==> src/rtl/tlb_pkg.sv <==
// Package: shared encodings for the address-space-tagged translation cache.
// Assumes permission vectors are three bits wide in read/write/execute order.
package tlb_pkg;

    localparam int PERM_W  = 3;
    localparam int PERM_RD = 0;
    localparam int PERM_WR = 1;
    localparam int PERM_EX = 2;

    typedef enum logic [1:0] {
        ACC_READ  = 2'b00,
        ACC_WRITE = 2'b01,
        ACC_EXEC  = 2'b10,
        ACC_EXEC2 = 2'b11
    } acc_kind_e;

    // Returns the permission bit an access kind requires.
    function automatic logic perm_allows(logic [PERM_W-1:0] perm, logic [1:0] kind);
        case (kind)
            ACC_READ:  return perm[PERM_RD];
            ACC_WRITE: return perm[PERM_WR];
            default:   return perm[PERM_EX];
        endcase
    endfunction

endpackage

==> src/rtl/tlb_entry_array.sv <==
// Module: entry storage with two parallel compare ports.
// One port serves lookups and one serves fills. The fill port detects an
// existing entry for the same page and tag.
// Assumes the caller never raises wr_en in a cycle where a clear is active.
module tlb_entry_array #(
    parameter int N      = 32,
    parameter int VPN_W  = 20,
    parameter int ASID_W = 8,
    parameter int PFN_W  = 16,
    localparam int IDX_W = $clog2(N),
    localparam int PW    = tlb_pkg::PERM_W
) (
    input  logic              clk,
    input  logic              rst_n,
    input  logic [VPN_W-1:0]  lk_vpn,
    input  logic [ASID_W-1:0] lk_asid,
    output logic [N-1:0]      lk_match,
    output logic [PFN_W-1:0]  lk_pfn,
    output logic [PW-1:0]     lk_perm,
    input  logic [VPN_W-1:0]  fl_vpn,
    input  logic [ASID_W-1:0] fl_asid,
    output logic [N-1:0]      fl_match,
    output logic [N-1:0]      valid,
    input  logic              wr_en,
    input  logic [IDX_W-1:0]  wr_idx,
    input  logic [PFN_W-1:0]  wr_pfn,
    input  logic [PW-1:0]     wr_perm,
    input  logic              clr_all,
    input  logic              clr_asid_en,
    input  logic [ASID_W-1:0] clr_asid
);

    logic [N-1:0][VPN_W-1:0]  vpn_q;
    logic [N-1:0][ASID_W-1:0] asid_q;
    logic [N-1:0][PFN_W-1:0]  pfn_q;
    logic [N-1:0][PW-1:0]     perm_q;
    logic [N-1:0]             valid_q;

    for (genvar i = 0; i < N; i++) begin : g_entry
        // Valid bit: cleared by either flush, set by a write to this slot.
        always_ff @(posedge clk) begin
            if (!rst_n)
                valid_q[i] <= 1'b0;
            else if (clr_all || (clr_asid_en && asid_q[i] == clr_asid))
                valid_q[i] <= 1'b0;
            else if (wr_en && wr_idx == IDX_W'(i))
                valid_q[i] <= 1'b1;
        end

        // Payload: captured on a write to this slot, no reset needed.
        always_ff @(posedge clk) begin
            if (wr_en && wr_idx == IDX_W'(i)) begin
                vpn_q[i]  <= fl_vpn;
                asid_q[i] <= fl_asid;
                pfn_q[i]  <= wr_pfn;
                perm_q[i] <= wr_perm;
            end
        end

        // Parallel tag compares for both ports.
        assign lk_match[i] = valid_q[i] && vpn_q[i] == lk_vpn && asid_q[i] == lk_asid;
        assign fl_match[i] = valid_q[i] && vpn_q[i] == fl_vpn && asid_q[i] == fl_asid;
    end

    // Read-out: OR of the payloads of matching entries (at most one by construction of fills).
    always_comb begin
        lk_pfn  = '0;
        lk_perm = '0;
        for (int i = 0; i < N; i++) begin
            if (lk_match[i]) begin
                lk_pfn  = lk_pfn | pfn_q[i];
                lk_perm = lk_perm | perm_q[i];
            end
        end
    end

    assign valid = valid_q;

endmodule

==> src/rtl/tlb_repl.sv <==
// Module: victim selection for a full cache.
// USE_RANDOM=0 keeps an exact recency rank per entry (0 = most recent). A hit
// and then a fill in the same cycle are applied in that order.
// USE_RANDOM=1 uses a free-running 16-bit LFSR. It assumes N is a power of two
// no larger than 2**16.
module tlb_repl #(
    parameter int N          = 32,
    parameter bit USE_RANDOM = 1'b0,
    localparam int IDX_W     = $clog2(N)
) (
    input  logic             clk,
    input  logic             rst_n,
    input  logic             hit_en,
    input  logic [IDX_W-1:0] hit_idx,
    input  logic             fill_en,
    input  logic [IDX_W-1:0] fill_idx,
    output logic [IDX_W-1:0] victim
);

    typedef logic [N-1:0][IDX_W-1:0] rank_t;

    // Moves entry k to rank 0 and ages every entry that was more recent than it.
    function automatic rank_t promote(rank_t r, logic [IDX_W-1:0] k);
        rank_t o = r;
        for (int i = 0; i < N; i++)
            if (r[i] < r[k]) o[i] = r[i] + 1'b1;
        o[k] = '0;
        return o;
    endfunction

    if (!USE_RANDOM) begin : g_lru
        rank_t rank_q, rank_h, rank_n;

        // Next ranks: apply the hit, then the fill.
        always_comb begin
            rank_h = hit_en  ? promote(rank_q, hit_idx)  : rank_q;
            rank_n = fill_en ? promote(rank_h, fill_idx) : rank_h;
        end

        // Rank register: reset to a valid permutation.
        always_ff @(posedge clk) begin
            if (!rst_n)
                for (int i = 0; i < N; i++) rank_q[i] <= IDX_W'(i);
            else
                rank_q <= rank_n;
        end

        // Victim is the entry holding the oldest rank.
        always_comb begin
            victim = '0;
            for (int i = 0; i < N; i++)
                if (rank_q[i] == IDX_W'(N - 1)) victim = IDX_W'(i);
        end
    end else begin : g_rnd
        logic [15:0] lfsr_q;

        // Free-running maximal-length shift register.
        always_ff @(posedge clk) begin
            if (!rst_n)
                lfsr_q <= 16'hACE1;
            else
                lfsr_q <= {lfsr_q[14:0], lfsr_q[15] ^ lfsr_q[13] ^ lfsr_q[12] ^ lfsr_q[10]};
        end

        assign victim = lfsr_q[IDX_W-1:0];
    end

endmodule

==> src/rtl/asid_tlb.sv <==
// Module: top of the address-space-tagged translation cache.
// It classifies lookups into hit, miss or fault, and places fills in this
// order: existing entry, free entry, policy victim. Flushes override fills.
// Assumes ENTRIES is a power of two when USE_RANDOM is set.
module asid_tlb #(
    parameter int ENTRIES    = 32,
    parameter int VPN_W      = 20,
    parameter int ASID_W     = 8,
    parameter int PFN_W      = 16,
    parameter bit USE_RANDOM = 1'b0
) (
    input  logic              clk,
    input  logic              rst_n,
    input  logic              lk_valid,
    input  logic [VPN_W-1:0]  lk_vpn,
    input  logic [ASID_W-1:0] lk_asid,
    input  logic [1:0]        lk_kind,
    output logic              lk_hit,
    output logic              lk_miss,
    output logic              lk_fault,
    output logic [PFN_W-1:0]  lk_pfn,
    output logic [2:0]        lk_perm,
    input  logic              fill_valid,
    input  logic [VPN_W-1:0]  fill_vpn,
    input  logic [ASID_W-1:0] fill_asid,
    input  logic [PFN_W-1:0]  fill_pfn,
    input  logic [2:0]        fill_perm,
    input  logic              flush_asid_en,
    input  logic [ASID_W-1:0] flush_asid,
    input  logic              flush_all
);

    localparam int IDX_W = $clog2(ENTRIES);

    logic [ENTRIES-1:0] lk_match, fl_match, valid;
    logic [IDX_W-1:0]   hit_idx, dup_idx, free_idx, victim, wr_idx;
    logic               any_match, permitted, has_free, do_fill;

    tlb_entry_array #(
        .N(ENTRIES), .VPN_W(VPN_W), .ASID_W(ASID_W), .PFN_W(PFN_W)
    ) u_array (
        .clk         (clk),
        .rst_n       (rst_n),
        .lk_vpn      (lk_vpn),
        .lk_asid     (lk_asid),
        .lk_match    (lk_match),
        .lk_pfn      (lk_pfn),
        .lk_perm     (lk_perm),
        .fl_vpn      (fill_vpn),
        .fl_asid     (fill_asid),
        .fl_match    (fl_match),
        .valid       (valid),
        .wr_en       (do_fill),
        .wr_idx      (wr_idx),
        .wr_pfn      (fill_pfn),
        .wr_perm     (fill_perm),
        .clr_all     (flush_all),
        .clr_asid_en (flush_asid_en && !flush_all),
        .clr_asid    (flush_asid)
    );

    tlb_repl #(.N(ENTRIES), .USE_RANDOM(USE_RANDOM)) u_repl (
        .clk      (clk),
        .rst_n    (rst_n),
        .hit_en   (lk_hit),
        .hit_idx  (hit_idx),
        .fill_en  (do_fill),
        .fill_idx (wr_idx),
        .victim   (victim)
    );

    // Encoders: index of the lookup match, of the fill match and of the lowest free slot.
    always_comb begin
        hit_idx  = '0;
        dup_idx  = '0;
        free_idx = '0;
        has_free = 1'b0;
        for (int i = ENTRIES - 1; i >= 0; i--) begin
            if (lk_match[i]) hit_idx = IDX_W'(i);
            if (fl_match[i]) dup_idx = IDX_W'(i);
            if (!valid[i]) begin
                free_idx = IDX_W'(i);
                has_free = 1'b1;
            end
        end
    end

    // Lookup classification.
    always_comb begin
        any_match = |lk_match;
        permitted = tlb_pkg::perm_allows(lk_perm, lk_kind);
        lk_hit    = lk_valid && any_match && permitted;
        lk_fault  = lk_valid && any_match && !permitted;
        lk_miss   = lk_valid && !any_match;
    end

    // Fill placement: overwrite a duplicate, else a free slot, else the victim.
    always_comb begin
        do_fill = fill_valid && !flush_all && !flush_asid_en;
        if (|fl_match)     wr_idx = dup_idx;
        else if (has_free) wr_idx = free_idx;
        else               wr_idx = victim;
    end

endmodule

==> config.mk <==
export PLATFORM = sky130hd
export DESIGN_NAME = asid_tlb
export DESIGN_NICKNAME = d
export VERILOG_FILES = /design/src/rtl/tlb_pkg.sv /design/src/rtl/tlb_entry_array.sv /design/src/rtl/tlb_repl.sv /design/src/rtl/asid_tlb.sv
export SDC_FILE = /design/constraint.sdc
export NUM_CORES = 2
export LEC_CHECK = 0
export ABC_CLOCK_PERIOD_IN_PS = 25700
export BUFFER_PORTS_ARGS = -buffer_cell sky130_fd_sc_hd__buf_2
export CAP_MARGIN = 40
export CELL_PAD_IN_SITES_DETAIL_PLACEMENT = 1
export CELL_PAD_IN_SITES_GLOBAL_PLACEMENT = 2
export CORE_ASPECT_RATIO = 1.1
export CORE_MARGIN = 1.5
export CORE_UTILIZATION = 45
export DETAILED_ROUTE_END_ITERATION = 8
export GPL_ROUTABILITY_DRIVEN = 0
export PLACE_DENSITY_LB_ADDON = 0.1
export SLEW_MARGIN = 20
export SYNTH_ARGS = -nofsm -noshare
export SYNTH_HDL_FRONTEND = slang
export SYNTH_SLANG_ARGS = --single-unit
export TNS_END_PERCENT = 1
==> constraint.sdc <==
create_clock -name clk -period 25.7 [get_ports clk]
set_input_delay 1.285 -clock clk [delete_from_list [all_inputs] [get_ports clk]]
set_output_delay 1.285 -clock clk [all_outputs]
set_load 0.02 [all_outputs]
After elaboration in Yosys (flattened, before gate mapping)
Cells that the tools add are included.

Word-level logic and storage cells: 1187. Output and inout port bits: 22. Flip-flop bits (word level): 1696. Input bits: 91.

Reduce and logical (&&, ||, !) cells: 273. Bitwise gates (word level): 67. Equal/unequal tests: 223. Add/subtract/negate cells: 64. Muxes and demuxes: 300. Order comparisons: 68.

Operator list (number): $eq A20 B20 Y1 (64); $mux W5 (182); $eq A8 B8 Y1 (96); $mux W16 (32); $or A16 B16 Y16 (31); $add A5 B1 Y5 const B (64); $and A160 B160 Y160 (2); $lt A5 B5 Y1 (64); $mux W160 (2); $not A160 Y160 (2); $eq A5 B5 Y1 const B (47); $logic_and A1 B1 Y1 (201); $mux W3 (36); $or A3 B3 Y3 (31); $reduce_or A2 Y1 (32); $reduce_or A32 Y1 (2); $bmux W5 S5 (2); $demux W5 S5 (2); $eq A5 B4 Y1 const B (8); $mux W1 (33); $logic_or A1 B1 Y1 (32); $mux W4 (8); $eq A5 B3 Y1 const B (4); $lt A5 B6 Y1 const B (2); 10 further kinds (16).

Depth between registers and ports, before layout
Word-level depth: 75. Depth in mapped cells: 49. Gate-level depth less buffers: 42.

By module
A second synthesis with hierarchy kept.

Cell total of the unflattened synthesis: 9029. Area total of the unflattened synthesis: 101439.8 um2.

By module, submodules not included: tlb_entry_array (times used 1, area each 76194.3 um2, cells an instance 5697); tlb_repl (times used 1, area each 23994.3 um2, cells an instance 3118); asid_tlb (times used 1, area each 1251.2 um2, cells an instance 214).

Worst setup path after synthesis
Ideal clock, no wire load.

Path type: input-to-reg. From: input lk_vpn[14]. To: register u_repl.g_lru.rank_q[64] in the netlist's numbering. Slack: 11.933 ns. Required time: 25.399 ns. Stages on the path: 33. Buffers on the path: 5. Arrival: 13.466 ns. Cell sequence: buf_2 -> buf_4 -> buf_4 -> xnor2_1 -> nand4_1 -> or4_1 -> or4b_1 -> o311ai_1 -> nand2_1 -> a32o_1 -> nor2_1 -> buf_2 -> clkbuf_1 -> mux2i_1 -> o21ai_0 -> a32o_1 -> nor3_1 -> ha_1 -> a211oi_1 -> and2_1 -> mux2i_1 -> nor2_1 -> a221oi_1 -> nand3_1 -> a2111oi_0 -> nor4bb_1 -> ha_1 -> a21oi_1 -> and2_1 -> a31oi_1 -> nor4_2 -> xnor2_1 -> nor3_1.

Word-level cells in the longest chain between the ends: 75. Elaborated cells between the ends (all ways): 276.

Ends and longest elaborated chain: start, declared (RTL line asid_tlb.sv:15) `input logic [VPN_W-1:0] lk_vpn,`; $eq A20 B20 Y1 (RTL line tlb_entry_array.sv:61) `assign lk_match[i] = valid_q[i] && vpn_q[i] == lk_vpn && asid_q[i] == lk_asid;`; $logic_and A1 B1 Y1 (2 in series) (RTL line tlb_entry_array.sv:61); $mux W3 (RTL line tlb_entry_array.sv:70) `if (lk_match[i]) begin`; $or A3 B3 Y3 (RTL line tlb_entry_array.sv:72) `lk_perm = lk_perm | perm_q[i];`; $mux W3 (RTL line tlb_entry_array.sv:70); $or A3 B3 Y3 (RTL line tlb_entry_array.sv:72); $mux W3 (RTL line tlb_entry_array.sv:70); $or A3 B3 Y3 (RTL line tlb_entry_array.sv:72); [... 58 more ...]; $logic_and A1 B1 Y1 (RTL line asid_tlb.sv:92) `lk_hit = lk_valid && any_match && permitted;`; $mux W160 * (RTL line tlb_repl.sv:36) `rank_h = hit_en ? promote(rank_q, hit_idx) : rank_q;`; $bmux W5 S5 (RTL line tlb_repl.sv:26) `if (r[i] < r[k]) o[i] = r[i] + 1'b1;`; $mux W5 (implied by the code) (RTL line tlb_repl.sv:26); $lt A5 B5 Y1 (RTL line tlb_repl.sv:26); $mux W5 (RTL line tlb_repl.sv:26); $and A160 B160 Y160 (no line); $mux W160 * (RTL line tlb_repl.sv:37) `rank_n = fill_en ? promote(rank_h, fill_idx) : rank_h;`; end signal, assigned (RTL line tlb_repl.sv:45) `rank_q <= rank_n;`; end, declared (RTL line tlb_repl.sv:32) `rank_t rank_q, rank_h, rank_n;`.

Mark *: on every way between the ends. The rest lies on a longest branch, timed or not. The select of a mux whose other input is x is not followed. A chain may end at the register's enable or synchronous reset.

Final worst setup path
From: input lk_vpn[4]. To: register u_repl.g_lru.rank_q[152] in the netlist's numbering.

The elaborated chain is that of the path after synthesis.

==> reports/metrics.yaml <==
status:
  outcome: "finished, violations left"
  violations: "DRC"
sta:
  hold_viol: 0
  layout_min_cycle_time_ns: 14.41
  max_freq_mhz: 69.4
  setup_viol: 0
  slew_headroom: 0.221
  setup_tns_ns: 0
  rsz0062_at_grt: "false"
  finalMaxSlewViolations: 0
  tightest_slew_ns: 1.16
  skew_ns: 0.134
  final.period_utilization: 0.561
grt:
  antenna_found_initial: 55
  grt_pass1_wl_mm: 748
  grt_pass1_vias: 93300
  grt-ovfl-total: 0
  grt.total_usage: 0.451
  grt_max_degree: 63
final_layout:
  stdcell_count: 13300
  fillerInstances: 24800
  drive_gt1_frac: 0.0991
  final_nets: 10400
  syn_to_final_growth_pct: 11.9
worst_setup_path:
  cp.depth: 34
  cp.required_ns: 26.46
  critPathLaunchType: "primary input"
  cp_slowest_cell: "o311ai_0"
  r2r_cells: 32
  endpoint_kind: "flop"
  crit_arrival_ns: 15.17
  worstPathMaxFanout: 37
  crit_family: "compound AO/OA/AOI/OAI gates"
  cp_slowest_stage_delay_ns: 0.91
  crit_path_start: "lk_vpn[4]"
  critical_path_class: "primary input to flop"
  crit_top_cell: "buf_4"
  crit_buf_inv: 6
  r2r-start: "u_array.asid_q[247]"
synthesis:
  synth.avg_cell_area_sq_um: 10.8
  yosysWarnings: 0
  synth_area_sq_um: 105000
  synthesis.nets: 10200
  yosysMostFrequentCell: "xnor2_1"
  synth_edf_count: 1504
  yosys-top-cells-count: "1,781 x xnor2_1, 1,504 x edfxtp_1, 772 x nand4_1"
  synthFlopType: "edfxtp_1"
  synth_top_area_share: 0.429
  synth_largest_area_cell: "edfxtp_1"
  synth-seq-cells: 1696
  ys_seq_area_frac: 0.465
  ys_types: 119
  synthTopCellsByArea: "edfxtp_1 43%, xnor2_1 15%, nand4_1 4.6%"
  async_flop_share: 0
  synthCells: 9790
drt:
  vias: 94000
  firstDrtPassIters: 9
  routedWlPerCell_microns: 41.5
  drc: 2
  drt_iter0_markers: 13700
  ant_nets: 0
  viasPerCell: 7.09
  wl_mm: 550
die:
  die_w_microns: 464
  io_pins: 113
  initial_core_util: 0.452
  core-area_sq_um: 233000
  die_h_microns: 510
  fp-row-count: 186
  die_area_sq_um: 237000
power_and_ir_drop:
  power_density_nw_per_um2: 55.3
  vdd_drop_max_uv: 71.9
  leakage_uw: 0.0380
  p_total_uw: 6520
flow_run:
  drv_cap: 0
clock_network:
  cts_setup_buffers: 0
  cts_buffers: 189
  clk_latency_ns: 0.96
  clk_pin_slew_ns: 0.06
  htree_levels: 4
  cts_root_buf: "clkbuf_16"
  cts_tree: "built"
  clock-sinks: 1696
  cts_buffer_depth: 3
  cts.repair.resized: 0
  cts_hold_buf: 0
placed_design:
  place_hpwl_mm: 384
  place_inst: 12900
  port-buffer-count: 112
worst_hold_path:
  whs_path_depth: 1
  min_path_type: "primary input to flop"
  hp-start: "fill_vpn[8]"
## flip-flops by register name, summed over array words and instances, names as in the netlist
| name | cells |
|---|---|
| u_array.asid_q | 256 |
| u_array.valid | 32 |
| u_array.perm_q | 96 |
| u_array.pfn_q | 512 |
| u_repl.g_lru.rank_q | 160 |
| u_array.vpn_q | 640 |
## path summary, 6_finish.rpt
check | slack [ns] | end
worst max register to register | 12.41 | u_repl.g_lru.rank_q[152]
worst max-delay path | 11.29 | u_repl.g_lru.rank_q[152]
worst min register to register | 0.68 | u_array.valid[25]
worst min-delay path | 0.64 | u_array.vpn_q[48]
## worst reg2reg max path, delay by kind of cell (launching register included)
| family | cells | cell delay, ns |
|---|---|---|
| simple gates | 10 | 3.83 |
| mux | 1 | 0.23 |
| flops | 1 | 0.52 |
| fa+ha+maj | 1 | 0.38 |
| compound gates | 15 | 6.03 |
| buf+inv | 4 | 1.79 |
| xor+xnor | 1 | 0.34 |
## logic make-up (layout without fill, tap and decap cells)
group,count (synthesis),in the layout,share of synthesized area
xor gates and xnor gates,2138,2138,0.178
muxes,129,129,0.0126
buffers and inverters,684,1033,0.0309
and+or+nand+nor,3413,3413,0.177
other,0,21,0
adders and majority gates,351,351,0.0417
DFF,1696,1696,0.465
AOI/OAI and AO/OA,1379,1379,0.0945
## placed cells by master (no fill, tap or decap), drive strengths merged, types with 143 or more instances in the layout
cell / netlist / final
o21ai: 211 / 211
edfxtp: 1504 / 1504
buf: 286 / 479
ha: 351 / 351
xnor2: 1781 / 1781
dfxtp: 192 / 192
nand4: 773 / 773
nor3: 200 / 200
a22oi: 143 / 143
nand2: 528 / 528
nand3: 392 / 392
a21oi: 230 / 230
nor4: 333 / 333
clkbuf: 215 / 246
inv: 183 / 188
a21o: 144 / 144
xor2: 357 / 357
nor2: 526 / 526
## metrics by stage
stage | utilization | instance area [sq um] | hold WS (ns) | setup WS (ns)
6_report | 0.506 | 118000 | 0.643 | 11.29
5_1_grt | 0.506 | 118000 | 0.624 | 11.51
4_1_cts | 0.504 | 118000 | 0.607 | 12.10
3_5_place_dp | 0.476 | 111000 | 0.669 | 11.20
3_3_place_gp | 0.472 | 110000 | 0.644 | 10.63
2_1_floorplan | - | 105000 | 0.509 | 11.93
## area by class of cell
class	instances	area, sq um	share of cell area
antenna	21	52.6	0.000446
clock inverter	120	1540	0.0130
timing repair buffer	494	4100	0.0347
multi-input combinational	7410	53600	0.454
tap	3102	3880	0.0329
sequential	1696	49000	0.416
clock buffer	236	5110	0.0433
inverter	183	687	0.00582
## metal layers
| layer | wire, microns | vias up | share of wire | global-route usage |
|---|---|---|---|---|
| li1 | - | 37300 | - | - |
| met1 | 199000 | 47400 | 0.36 | 0.550 |
| met4 | 54900 | 24 | 0.10 | 0.367 |
| met3 | 62500 | 2258 | 0.11 | 0.117 |
| met5 | 160 | - | 0.00029 | 0 |
| met2 | 233000 | 7029 | 0.42 | 0.675 |
## power breakdown
part	internal [uW]	switching, uW
Clock	1650	1280
Sequential	3000	7.76
Combinational	160	423
Note: power is estimated with default switching activity, not from simulation.
